<file path="src/rtl/cache_pkg.sv">
package cache_pkg;
    typedef enum logic [1:0] {
        RSP_IDLE  = 2'd0,
        RSP_HIT   = 2'd1,
        RSP_FILL  = 2'd2,
        RSP_EVICT = 2'd3
    } rsp_state_t;
endpackage

</file>
<file path="src/rtl/cache_addr_split.sv">
module cache_addr_split #(
    parameter int ADDR_W = 8,
    parameter int TAG_W  = 5,
    parameter int IDX_W  = 2,
    parameter int OFF_W  = 1,
    localparam int IDX_E = (IDX_W > 0) ? IDX_W : 1,
    localparam int OFF_E = (OFF_W > 0) ? OFF_W : 1
) (
    input  logic [ADDR_W-1:0] addr,
    output logic [TAG_W-1:0]  tag,
    output logic [IDX_E-1:0]  idx,
    output logic [OFF_E-1:0]  off
);
    assign tag = addr[ADDR_W-1 -: TAG_W];

    generate
        if (IDX_W > 0) begin : g_idx
            assign idx = addr[OFF_W +: IDX_W];
        end else begin : g_noidx
            assign idx = '0;
        end
        if (OFF_W > 0) begin : g_off
            assign off = addr[OFF_W-1:0];
        end else begin : g_nooff
            assign off = '0;
        end
    endgenerate
endmodule

</file>
<file path="src/rtl/cache_way_match.sv">
module cache_way_match #(
    parameter int WAYS  = 3,
    parameter int TAG_W = 5,
    parameter int WAY_W = 2
) (
    input  logic [WAYS-1:0]            valid_row,
    input  logic [WAYS-1:0][TAG_W-1:0] tag_row,
    input  logic [TAG_W-1:0]           tag,
    output logic                       hit,
    output logic [WAY_W-1:0]           hit_way
);
    logic [WAYS-1:0] match;

    generate
        for (genvar w = 0; w < WAYS; w++) begin : g_cmp
            assign match[w] = valid_row[w] && (tag_row[w] == tag);
        end
    endgenerate

    always_comb begin
        hit_way = '0;
        for (int w = 0; w < WAYS; w++) begin
            if (match[w]) hit_way = WAY_W'(w);
        end
    end

    assign hit = |match;
endmodule

</file>
<file path="src/rtl/cache_victim_pick.sv">
module cache_victim_pick #(
    parameter int WAYS  = 3,
    parameter int WAY_W = 2
) (
    input  logic [WAYS-1:0]            valid_row,
    input  logic [WAYS-1:0][WAY_W-1:0] age_row,
    input  logic                       mru,
    output logic [WAY_W-1:0]           victim,
    output logic                       full
);
    logic [WAY_W-1:0] free_way;
    logic [WAY_W-1:0] aged_way;

    assign full = &valid_row;

    always_comb begin
        free_way = '0;
        for (int w = WAYS - 1; w >= 0; w--) begin
            if (!valid_row[w]) free_way = WAY_W'(w);
        end
    end

    always_comb begin
        aged_way = '0;
        for (int w = 0; w < WAYS; w++) begin
            if (mru  && age_row[w] == '0)              aged_way = WAY_W'(w);
            if (!mru && age_row[w] == WAY_W'(WAYS - 1)) aged_way = WAY_W'(w);
        end
    end

    assign victim = full ? aged_way : free_way;
endmodule

</file>
<file path="src/rtl/assoc_cache_engine.sv">
module assoc_cache_engine
    import cache_pkg::*;
#(
    parameter int ADDR_W = 8,
    parameter int TAG_W  = 5,
    parameter int IDX_W  = 2,
    parameter int OFF_W  = 1,
    parameter int WAYS   = 3,
    localparam int WAY_W = (WAYS > 1) ? $clog2(WAYS) : 1
) (
    input  logic              clk,
    input  logic              rst_n,
    input  logic              req_valid,
    input  logic [ADDR_W-1:0] req_addr,
    input  logic              policy_mru,
    output logic              resp_valid,
    output logic              resp_hit,
    output logic [WAY_W-1:0]  resp_way,
    output logic              resp_evict,
    output logic [TAG_W-1:0]  resp_evict_tag,
    output logic [ADDR_W-1:0] resp_word
);
    localparam int SETS  = 1 << IDX_W;
    localparam int WORDS = 1 << OFF_W;
    localparam int IDX_E = (IDX_W > 0) ? IDX_W : 1;
    localparam int OFF_E = (OFF_W > 0) ? OFF_W : 1;

    logic [WAYS-1:0]                         valid_q [SETS];
    logic [WAYS-1:0][TAG_W-1:0]              tag_q   [SETS];
    logic [WAYS-1:0][WAY_W-1:0]              age_q   [SETS];
    logic [WAYS-1:0][WORDS-1:0][ADDR_W-1:0]  data_q  [SETS];

    logic [TAG_W-1:0] cur_tag;
    logic [IDX_E-1:0] cur_idx;
    logic [OFF_E-1:0] cur_off;
    logic             hit;
    logic [WAY_W-1:0] hit_way;
    logic [WAY_W-1:0] victim;
    logic             set_full;
    logic [WAY_W-1:0] ref_way;
    logic [WAY_W-1:0] ref_age;
    logic [ADDR_W-1:0] block_base;

    rsp_state_t        state_q, state_d;
    logic [WAY_W-1:0]  way_q;
    logic [TAG_W-1:0]  ev_tag_q;
    logic [ADDR_W-1:0] word_q;

    cache_addr_split #(
        .ADDR_W(ADDR_W), .TAG_W(TAG_W), .IDX_W(IDX_W), .OFF_W(OFF_W)
    ) u_split (
        .addr(req_addr), .tag(cur_tag), .idx(cur_idx), .off(cur_off)
    );

    cache_way_match #(
        .WAYS(WAYS), .TAG_W(TAG_W), .WAY_W(WAY_W)
    ) u_match (
        .valid_row(valid_q[cur_idx]), .tag_row(tag_q[cur_idx]),
        .tag(cur_tag), .hit(hit), .hit_way(hit_way)
    );

    cache_victim_pick #(
        .WAYS(WAYS), .WAY_W(WAY_W)
    ) u_victim (
        .valid_row(valid_q[cur_idx]), .age_row(age_q[cur_idx]),
        .mru(policy_mru), .victim(victim), .full(set_full)
    );

    assign ref_way    = hit ? hit_way : victim;
    assign ref_age    = age_q[cur_idx][ref_way];
    assign block_base = (req_addr >> OFF_W) << OFF_W;

    // next response state: outcome of the reference on this edge
    always_comb begin
        if (!req_valid)    state_d = RSP_IDLE;
        else if (hit)      state_d = RSP_HIT;
        else if (set_full) state_d = RSP_EVICT;
        else               state_d = RSP_FILL;
    end

    // state register with registered result fields
    always_ff @(posedge clk or negedge rst_n) begin
        if (!rst_n) begin
            state_q  <= RSP_IDLE;
            way_q    <= '0;
            ev_tag_q <= '0;
            word_q   <= '0;
        end else begin
            state_q <= state_d;
            if (req_valid) begin
                way_q    <= ref_way;
                ev_tag_q <= tag_q[cur_idx][victim];
                word_q   <= hit ? data_q[cur_idx][hit_way][cur_off] : req_addr;
            end
        end
    end

    // storage: valid, tag, recency ages
    always_ff @(posedge clk or negedge rst_n) begin
        if (!rst_n) begin
            for (int s = 0; s < SETS; s++) begin
                valid_q[s] <= '0;
                tag_q[s]   <= '0;
                for (int w = 0; w < WAYS; w++) age_q[s][w] <= WAY_W'(w);
            end
        end else if (req_valid) begin
            if (!hit) begin
                valid_q[cur_idx][ref_way] <= 1'b1;
                tag_q[cur_idx][ref_way]   <= cur_tag;
            end
            for (int w = 0; w < WAYS; w++) begin
                if (WAY_W'(w) == ref_way)          age_q[cur_idx][w] <= '0;
                else if (age_q[cur_idx][w] < ref_age) age_q[cur_idx][w] <= age_q[cur_idx][w] + 1'b1;
            end
        end
    end

    // block data, filled whole on a miss
    always_ff @(posedge clk) begin
        if (req_valid && !hit) begin
            for (int k = 0; k < WORDS; k++) begin
                data_q[cur_idx][ref_way][k] <= block_base | ADDR_W'(k);
            end
        end
    end

    // output process driven from the state
    always_comb begin
        resp_valid     = 1'b0;
        resp_hit       = 1'b0;
        resp_evict     = 1'b0;
        resp_way       = way_q;
        resp_evict_tag = '0;
        resp_word      = word_q;
        unique case (state_q)
            RSP_IDLE: begin
                resp_way  = '0;
                resp_word = '0;
            end
            RSP_HIT: begin
                resp_valid = 1'b1;
                resp_hit   = 1'b1;
            end
            RSP_FILL: begin
                resp_valid = 1'b1;
            end
            RSP_EVICT: begin
                resp_valid     = 1'b1;
                resp_evict     = 1'b1;
                resp_evict_tag = ev_tag_q;
            end
        endcase
    end
endmodule

</file>
<file path="config.mk">
export PLATFORM = sky130hd
export DESIGN_NAME = assoc_cache_engine
export DESIGN_NICKNAME = d
export VERILOG_FILES = /design/src/rtl/cache_pkg.sv /design/src/rtl/cache_addr_split.sv /design/src/rtl/cache_way_match.sv /design/src/rtl/cache_victim_pick.sv /design/src/rtl/assoc_cache_engine.sv
export SDC_FILE = /design/constraint.sdc
export NUM_CORES = 1
export LEC_CHECK = 0
export BUFFER_PORTS_ARGS = -buffer_cell sky130_fd_sc_hd__buf_2
export CAP_MARGIN = 0
export CORE_ASPECT_RATIO = 1.5
export CORE_UTILIZATION = 50
export DETAILED_ROUTE_END_ITERATION = 10
export PLACE_DENSITY_LB_ADDON = 0.25
export SKIP_CTS_REPAIR_TIMING = 1
export SLEW_MARGIN = 10
export SYNTH_ARGS = -nofsm -noshare
export SYNTH_HDL_FRONTEND = slang
export SYNTH_SLANG_ARGS = --single-unit
</file>
<file path="constraint.sdc">
create_clock -name clk -period 3.5 [get_ports clk]
set_input_delay 0.175 -clock clk [delete_from_list [all_inputs] [get_ports clk]]
set_output_delay 0.175 -clock clk [all_outputs]
set_load 0.02 [all_outputs]
</file>
# After elaboration in Yosys (flattened, before gate mapping)
# Memories as Yosys holds them, arrays and structs flattened.
# Cells that the tools add are included.
[word_totals] register_bits=113 ram_bits=192 input_bits=12 output_inout_bits=18 word_cells=252 n_memories=1
[memory_table] name="data_q" depth=4 word_bits=48 read_ports=1 rd_ports_with_merged_regs=0 wr=1 line_no="assoc_cache_engine.sv:31" source="logic [WAYS-1:0][WORDS-1:0][ADDR_W-1:0] data_q [SETS];"
[op_classes] addsub=3 magnitude_cmp=10 n_eq_ne=10 mux=119 bitwise_logic=57 reduce_logical=20
[op_table] operator="$mux W24" n=8
[op_table] operator="$mux W48" n=2
[op_table] operator="$and A24 B24 Y24" n=3
[op_table] operator="$bwmux W24" n=3
[op_table] operator="$not A24 Y24" n=3
[op_table] operator="$demux W16 S2" n=2
[op_table] operator="$bwmux W60" n=1
[op_table] operator="$mux W1" n=57
[op_table] operator="$or A1 B1 Y1" n=48
[op_table] operator="$mux W15" n=3
[op_table] operator="$mux W8" n=5
[op_table] operator="$demux W6 S2" n=3
[op_table] operator="$bmux W16 S2" n=1
[op_table] operator="$mux W16" n=2
[op_table] operator="$bmux W15 S2" n=1
[op_table] operator="$demux W15 S2" n=1
[op_table] operator="$mux W2" n=13
[op_table] operator="$mux W6" n=3
[op_table] operator="$eq A5 B5 Y1" n=3
[op_table] operator="$mux W5" n=3
[op_table] operator="$bmux W6 S2" n=1
[op_table] operator="$or A12 B12 Y12" n=1
[op_table] operator="$bmux W5 S2" n=1
[op_table] operator="$demux W5 S2" n=1
[op_table] operator="other kinds (25)" n=50

# Longest topological paths before layout
# Gate-level depths: netlist (run 1).
[logic_depth] ltp_word=25 mapped_depth=21 depth_no_buf=17

# Hierarchy
# Synthesis (run 1) repeated with hierarchy kept, for this count alone.
[unflattened] cells_unflattened=626 area_unflattened_um2=9128.8
[by_module_without_submodules] module="assoc_cache_engine" instances=1 cells_per_inst=587 area_each_um2=8834.7 seq_area_each_um2=5360.1
[by_module_without_submodules] module="cache_way_match" instances=1 cells_per_inst=23 area_each_um2=178.9 seq_area_each_um2=0.0
[by_module_without_submodules] module="cache_addr_split" instances=1 cells_per_inst=8 area_each_um2=60.1 seq_area_each_um2=0.0
[by_module_without_submodules] module="cache_victim_pick" instances=1 cells_per_inst=8 area_each_um2=55.1 seq_area_each_um2=0.0

# Worst setup path after synthesis (run 1)
# OpenSTA, ideal clock, no wires.
[synth_timing] path_type="input -> register" start="in req_addr[2]" end="reg age_q[4] in the netlist's numbering" setup_time_ns=0.066 t_arrival_ns=3.800 required_time_ns=3.434 setup_slack_ns=-0.366 cell_stages=21 n_path_buf=5 cell_sequence="buf_2 buf_2 buf_4 mux2_2 nand2_1 o21ai_0 inv_1 ha_1 nor3b_1 o21ai_0 a21boi_2 o21ai_0 a21oi_1 buf_4 a2bb2oi_2 o21a_1 ha_1 clkbuf_1 nor3_1 a32oi_1 nand2_1"
[synth_via] elab_chain_cells=25 elab_cells_between_ends=72 classes_between="add/sub (3); order compare (5); eq/ne (7); mux (37); bitwise (7); reduce/logical (13)"
[synth_lines] item="start, declared" line_no="assoc_cache_engine.sv:14" source="input logic [ADDR_W-1:0] req_addr,"
[synth_lines] item="$not A2 Y3 (not written as such) (*)"
[synth_lines] item="$bmux W6 S2" line_no="assoc_cache_engine.sv:65, assoc_cache_engine.sv:70, assoc_cache_engine.sv:113"
[synth_lines] item="$mux W6 (not written as such) (2 in a row)" line_no="assoc_cache_engine.sv:65, assoc_cache_engine.sv:70, assoc_cache_engine.sv:113"
[synth_lines] item="$logic_not A2 Y1" line_no="cache_victim_pick.sv:26" source="if (mru && age_row[w] == '0) aged_way = WAY_W'(w);"
[synth_lines] item="$logic_and A1 B1 Y1" line_no="cache_victim_pick.sv:26"
[synth_lines] item="$mux W1" line_no="cache_victim_pick.sv:26"
[synth_lines] item="$mux W1" line_no="cache_victim_pick.sv:27" source="if (!mru && age_row[w] == WAY_W'(WAYS - 1)) aged_way = WAY_W'(w);"
[synth_lines] item="$mux W2" line_no="cache_victim_pick.sv:26"
[synth_lines] item="(+8 left out)"
[synth_lines] item="$mux W24" line_no="assoc_cache_engine.sv:106" source="end else if (req_valid) begin"
[synth_lines] item="$bwmux W24" line_no="assoc_cache_engine.sv:113" source="else if (age_q[cur_idx][w] < ref_age) age_q[cur_idx][w] <= age_q[cur_idx][w] + 1'b1;"
[synth_lines] item="$mux W24" line_no="assoc_cache_engine.sv:113"
[synth_lines] item="$mux W24" line_no="assoc_cache_engine.sv:112" source="if (WAY_W'(w) == ref_way) age_q[cur_idx][w] <= '0;"
[synth_lines] item="$mux W24" line_no="assoc_cache_engine.sv:106"
[synth_lines] item="$bwmux W24" line_no="assoc_cache_engine.sv:113"
[synth_lines] item="$mux W24" line_no="assoc_cache_engine.sv:113"
[synth_lines] item="$mux W24 (*)" line_no="assoc_cache_engine.sv:112"
[synth_lines] item="end signal, assigned by index" line_no="assoc_cache_engine.sv:112"
[synth_lines] item="end, declared" line_no="assoc_cache_engine.sv:30" source="logic [WAYS-1:0][WAY_W-1:0] age_q [SETS];"
# Every way passes the cells marked *; elsewhere a longest branch is shown, timed or not. The select of a mux whose other input is x is not followed.
# A chain may end at the register's enable or synchronous reset.

# Worst setup path in the final report (run 1)
[layout_timing] start="reg age_q[4] in the netlist's numbering" end="reg age_q[4] in the netlist's numbering"
[layout_via] elab_chain_cells=22 elab_cells_between_ends=34 classes_between="add/sub (1); order compare (3); eq/ne (3); mux (20); bitwise (3); reduce/logical (4)"
[layout_lines] item="$bmux W6 S2" line_no="assoc_cache_engine.sv:65, assoc_cache_engine.sv:70, assoc_cache_engine.sv:113"
[layout_lines] item="$mux W6 (not written as such) (2 in a row)" line_no="assoc_cache_engine.sv:65, assoc_cache_engine.sv:70, assoc_cache_engine.sv:113"
[layout_lines] item="$logic_not A2 Y1" line_no="cache_victim_pick.sv:26"
[layout_lines] item="$logic_and A1 B1 Y1" line_no="cache_victim_pick.sv:26"
[layout_lines] item="$mux W2" line_no="cache_victim_pick.sv:26"
[layout_lines] item="$mux W2" line_no="cache_victim_pick.sv:27"
[layout_lines] item="$mux W2" line_no="cache_victim_pick.sv:31" source="assign victim = full ? aged_way : free_way;"
[layout_lines] item="$mux W2" line_no="assoc_cache_engine.sv:69" source="assign ref_way = hit ? hit_way : victim;"
[layout_lines] item="(+5 left out)"
[layout_lines] item="$mux W24" line_no="assoc_cache_engine.sv:106"
[layout_lines] item="$bwmux W24" line_no="assoc_cache_engine.sv:113"
[layout_lines] item="$mux W24" line_no="assoc_cache_engine.sv:113"
[layout_lines] item="$mux W24" line_no="assoc_cache_engine.sv:112"
[layout_lines] item="$mux W24" line_no="assoc_cache_engine.sv:106"
[layout_lines] item="$bwmux W24" line_no="assoc_cache_engine.sv:113"
[layout_lines] item="$mux W24" line_no="assoc_cache_engine.sv:113"
[layout_lines] item="$mux W24 (*)" line_no="assoc_cache_engine.sv:112"
# Marks and branches as above.

==> results.cfg, run 1 <==
[drt]
routed_wl_mm = 20.9
ant_nets = 0
avgRoutedWirePerCell_um = 23.1
vias = 5446
vias_per_cell = 6.02
drtIter0Drc = 348
dr.pass1.iters = 5
drc = 0

[cells_and_area]
antenna_cells = 0
drive_gt1_share_pct = 35.1
syn_to_final_growth_pct = 12.9
fillCellCount = 1389
regArea_sq_um = 5360
final_cells = 904
postLayoutCellArea_sq_um = 10300
nets = 691
multi_input_comb_area_sq_um = 3550
final_util_pct = 57.6

[floorplan]
start_util_pct = 51.0
dieArea_sq_um = 18900
die_w_um = 112
coreArea_sq_um = 17900
io-pin-count = 30
die_y_um = 168
fp-row-count = 60

[clock_tree]
path_clk_slew_ns = 0.07
cts_tree = done
cts.path.max_buffers = 2
clkLatencyLatePin_ns = 0.44
h-tree-depth = 4
cts-buffers-inserted = 17
cts_sinks = 197
root_buffer = clkbuf_16

[critical_path]
crit_start = age_q[4]
cp_max_fo = 8
setup.worst_path.end_class = register
crit_type = reg -> reg
crit_required_ns = 3.81
crit_slowest_cell = mux4_2
reg2regPathDepth = 14
r2r-end = age_q[4]
cp_top_family = compound AO/OA/AOI/OAI gates
critPathBufInv = 2
reg2reg_slack_ns = 0.20
r2r_start = age_q[4]
slowest_delay_ns = 0.55
critical_path_arrival_ns = 3.61
path_cells = mux4_2 -> inv_1 -> ha_1 -> and3b_1 -> o21ai_1 -> a21boi_2 -> buf_4 -> nor2_1 -> o21ai_1 -> o21a_1 -> ha_1 -> o21a_2 -> o211ai_1 -> nand2_1
start_kind = register

[timing]
setup_violations = 0
worstMarginPinSlew_ns = 0.892
skew_ns = 0.0157
fmax_mhz = 303
fin_setup_tns_ns = 0
maxSlewHeadroom_pct = 40.5
fin_crit_sh_pct = 94.4
rsz0062_at_grt = no
drv_slew = 0
final_hold_viol_count = 0
finalCriticalPeriod_ns = 3.30

[yosys]
yosysTopAreaCell = dfrtp_1
synth_top_family_by_area = multiplexers
ys.flop_type = dfrtp_1
synth_cells = 627
synth.net_count = 644
async_flop_share_pct = 57.4
synthMuxAreaShare_pct = 22.4
synth-compound-area-share_pct = 6.67
synth_cell_types = 53
ys_seq_elements = 197
synth_area_sq_um = 9150
synthesis.area_per_instance_sq_um = 14.6
synthAdderAreaFrac_pct = 0.807
synth_edf_count = 84
synth_xor_area_share_pct = 1.44
yosys-top-cells-area = dfrtp_1 29%, edfxtp_1 28%, mux4_2 11%
synth_top_area_share_pct = 28.7
yosys_warnings = 0
ys_seq_area_share_pct = 58.6
synth_simple_gate_area_share_pct = 7.42

[global_route]
grt_pass1_vias = 5816
antenna_found_initial = 0
grt.total_usage_pct = 24.0
grt_overflow_total = 0
grt_max_degree = 68
grt_pass1_wl_mm = 33.4

[placement]
placed_area_sq_um = 9710
dp_hpwl_mm = 14.7
routabilityCongestion = 0.818
placed_cells = 870
io_buffers = 29

[min_path]
hp-class = in -> reg
worstHoldStart = req_valid
whs_endpoint = state_q[0]
holdPathStages = 2

[power_and_ir_drop]
p_leak_uw = 0.00404
max-vdd-ir-drop_mv = 0.501
p_per_area_nw_per_um2 = 834

[status]
status = complete, no violations

[job]
maxCapViolCount = 0
[synth_stat cells (5+ instances only)]
cell type  instances
o21ai_1            5
nor3_1             5
nor2b_1           14
dfrtp_1          105
dfstp_2            8
o211ai_1           8
mux4_2            44
edfxtp_1          84
and2_1            13
nand3_1            5
mux2_2            78
o21ai_0            8
a32oi_1            8
ha_1               5
a221o_1            7
xnor2_1           11
a21oi_1           17
and3_1             8
nor2_1            28
nand2_1           34
mux2i_1           18
o2bb2ai_1          7
clkbuf_1          25
inv_1             19
buf_2              5
nand2b_1          13
[layout make-up]
class / count / area share [%]
Tap cell: 217 / 2.63
Multi-Input combinational cell: 374 / 34.4
Inverter: 19 / 0.690
Clock inverter: 13 / 1.66
Timing Repair Buffer: 65 / 4.60
Clock buffer: 19 / 4.19
Sequential cell: 197 / 51.9
[worst register-to-register path: stages (launching register included)]
cell and delay [ns]:
dfrtp_1 0.42, mux4_2 0.55, inv_1 0.17, ha_1 0.20, and3b_1 0.18, o21ai_1 0.17, a21boi_2 0.08, buf_4 0.17
nor2_1 0.09, o21ai_1 0.13, o21a_1 0.21, ha_1 0.32, o21a_2 0.18, o211ai_1 0.23, nand2_1 0.07
[state kept, by name, indices dropped and copies added, names as in the netlist]
register and flops:
valid_q 12, ev_tag_q 5, state_q 2, tag_q 60, data_q 84, word_q 8
age_q 24, way_q 2
[report_power, final]
group,switching [uW],internal [uW],leakage [uW]
Clock,904,1080,0.000288
Combinational,1690,1480,0.00169
Sequential,339,3110,0.00206
[placed cells by master (no fill, tap or decap), types with 5 or more instances in the layout]
cell	n
o211ai_1	8
nor2b_1	14
ha_1	5
a32oi_1	8
nor3_1	5
o21ai_2	5
inv_1	19
nand3_1	5
nor2_1	28
xnor2_1	11
o2bb2ai_1	7
nand2_1	34
edfxtp_1	84
a21oi_1	16
dfstp_2	8
mux2_2	78
dfrtp_1	105
buf_4	32
mux2i_1	18
nand2b_1	13
buf_2	27
and3_1	8
mux4_2	44
a221o_1	7
and2_1	13
o21ai_1	8
clkbuf_16	17
[routing by layer]
layer / share of wire [%] / track usage (%)
met3: 4.9 / 4.16
met1: 39 / 29.4
met5: 0 / 0
met2: 53 / 41.5
met4: 3.2 / 10.7
[cells by family (layout without fill, tap and decap cells)]
logic type / after synthesis / in the layout
compound gates: 81 / 81
buf+inv: 56 / 116
xor+xnor: 15 / 15
fa+ha+maj: 6 / 6
mux: 140 / 140
simple gates: 132 / 132
flops: 197 / 197
[worst max-delay path by stage]
stage,end,slack [ns],depth (start not counted)
after floorplan,age_q[10],0.01,18
after global placement,age_q[22],0.03,14
after detailed placement,age_q[4],0.02,15
after CTS,age_q[4],0.05,14
after global routing,age_q[4],0.01,13
final,age_q[4],0.20,14
[stage by stage]
stage	total power (uW)	worst slack (ns)	hold slack [ns]
CTS	8640	0.0494	-0.111
floorplan	5730	0.0112	-0.121
detailed placement	6650	0.0209	0.354
finish	8620	0.197	0.194
global route	9080	0.0147	0.202
global placement	6520	0.0293	0.330
(Power assumes the default switching activity.)
==> run 2, diff against run 1 <==
- CORE_ASPECT_RATIO: 1.5 -> 0.5
==> run 2 against run 1 <==
Setup slack got worse by 0.025 ns. Combinational power is 1% lower. Total power is essentially flat. Highest routed layer unchanged. Largest cell class unchanged. Clock skew down 0.0042 ns. Flip-flop and latch count did not move. Largest power group unchanged.
==> results.cfg, run 2 (synthesis gave the netlist of run 1 again) <==
[critical_path]
start_kind = register
setup.worst_path.end_class = register
critical_path_arrival_ns = 3.65
crit_required_ns = 3.83
cp_max_fo = 8
r2r_start = age_q[4]
reg2regPathDepth = 15
r2r-end = age_q[22]
crit_type = reg -> reg
reg2reg_slack_ns = 0.17

[global_route]
grt_max_degree = 63
grt_pass1_wl_mm = 32.5
grt_pass1_vias = 5564
grt_overflow_total = 0
grt.total_usage_pct = 23.2
antenna_found_initial = 0

[cells_and_area]
mostFrequentLayoutCell = dfrtp_1
antenna_cells = 0
nets = 696
reg_top3 = data_q: 84 flops, tag_q: 60 flops, age_q: 24 flops
largest_register = data_q
syn_to_final_growth_pct = 13.4
fillCellCount = 1319
largest_reg_flops = 84
final_cell_mix = 105 x dfrtp_1, 84 x edfxtp_1, 78 x mux2_2, 44 x mux4_2, 39 x buf_4
final_util_pct = 58.8
drive_gt1_share_pct = 36.0

[power_and_ir_drop]
p_leak_uw = 0.00406
p_per_area_nw_per_um2 = 829
max-vdd-ir-drop_mv = 0.465

[drt]
ant_nets = 0
drtIter0Drc = 510
avgRoutedWirePerCell_um = 22.2
vias = 5507
dr.pass1.iters = 5
vias_per_cell = 5.95
drc = 0
routed_wl_mm = 20.6

[floorplan]
fp-row-count = 34
io-pin-count = 30
die_y_um = 97.7
coreArea_sq_um = 17700
start_util_pct = 51.8
dieArea_sq_um = 18900
die_w_um = 193

[placement]
io_buffers = 29
routabilityCongestion = 0.821
dp_hpwl_mm = 14.1

[timing]
final_hold_viol_count = 0
skew_ns = 0.0115
fin_crit_sh_pct = 95.1
maxSlewHeadroom_pct = 44.5
drv_slew = 0
fin_setup_tns_ns = 0
rsz0062_at_grt = no
setup_violations = 0
fmax_mhz = 300
worstMarginPinSlew_ns = 0.832
finalCriticalPeriod_ns = 3.33

[clock_tree]
cts_sinks = 197
cts-buffers-inserted = 17
clkLatencyLatePin_ns = 0.45
cts_tree = done
path_clk_slew_ns = 0.08
h-tree-depth = 4
root_buffer = clkbuf_16
cts.path.max_buffers = 2

[job]
maxCapViolCount = 0

[min_path]
holdPathStages = 1
worstHoldStart = req_addr[4]
whs_endpoint = data_q[0][4]
hp-class = in -> reg

[status]
status = complete, no violations
[run 2: layout make-up]
| type | count | area [sq um] | area share [%] |
|---|---|---|---|
| Timing Repair Buffer | 70 | 488 | 4.70 |
| Multi-Input combinational cell | 374 | 3550 | 34.2 |
| Inverter | 19 | 71.3 | 0.687 |
| Sequential cell | 197 | 5360 | 51.6 |
| Clock inverter | 15 | 189 | 1.82 |
| Tap cell | 234 | 293 | 2.82 |
| Clock buffer | 17 | 425 | 4.10 |
[run 2: layer usage]
layer	global-route usage [%]	vias up	share of wire (%)
li1	-	2451	-
met1	34.5	2876	49
met2	34.2	158	45
met3	6.00	22	5.2
met4	5.42	0	1.3
met5	0	-	0
[run 2: critical path, stage by stage (launching register included)]
cell and delay, ns:
dfrtp_1 0.41, mux4_2 0.54, inv_1 0.17, ha_1 0.20, and3b_1 0.18, o21ai_1 0.17
a21boi_2 0.08, buf_4 0.17, nor2_1 0.08, o21ai_0 0.11, buf_4 0.17, o21a_1 0.17
ha_1 0.32, o21a_2 0.18, o211ai_1 0.18, nand2_1 0.07
[run 2: worst max path at each step]
stage	endpoint	slack, ns	from
global route	age_q[10]	0.001	age_q[4]
floorplan	age_q[10]	0.01	req_addr[1]
global placement	age_q[10]	0.06	req_addr[1]
finish	age_q[22]	0.17	age_q[4]
CTS	age_q[22]	0.13	age_q[4]
detailed placement	age_q[22]	0.03	req_addr[1]
[run 2: through the flow]
stage / setup WS [ns] / area (sq um) / power [uW] / hold slack, ns / instances
after floorplan: 0.0112 / 9180 / 5730 / -0.121 / 627
after global placement: 0.0642 / 9750 / 6510 / 0.310 / 892
after detailed placement: 0.0306 / 9750 / 6600 / 0.323 / 892
after CTS: 0.127 / 10400 / 8610 / -0.155 / 924
after global routing: 0.00134 / 10400 / 9070 / 0.138 / 926
final: 0.172 / 10400 / 8610 / 0.159 / 926
[run 2: where the power goes]
part	internal, uW	leakage [uW]	switching [uW]
Clock	982	0.000299	1020
Sequential	3110	0.00206	349
Combinational	1490	0.00170	1660
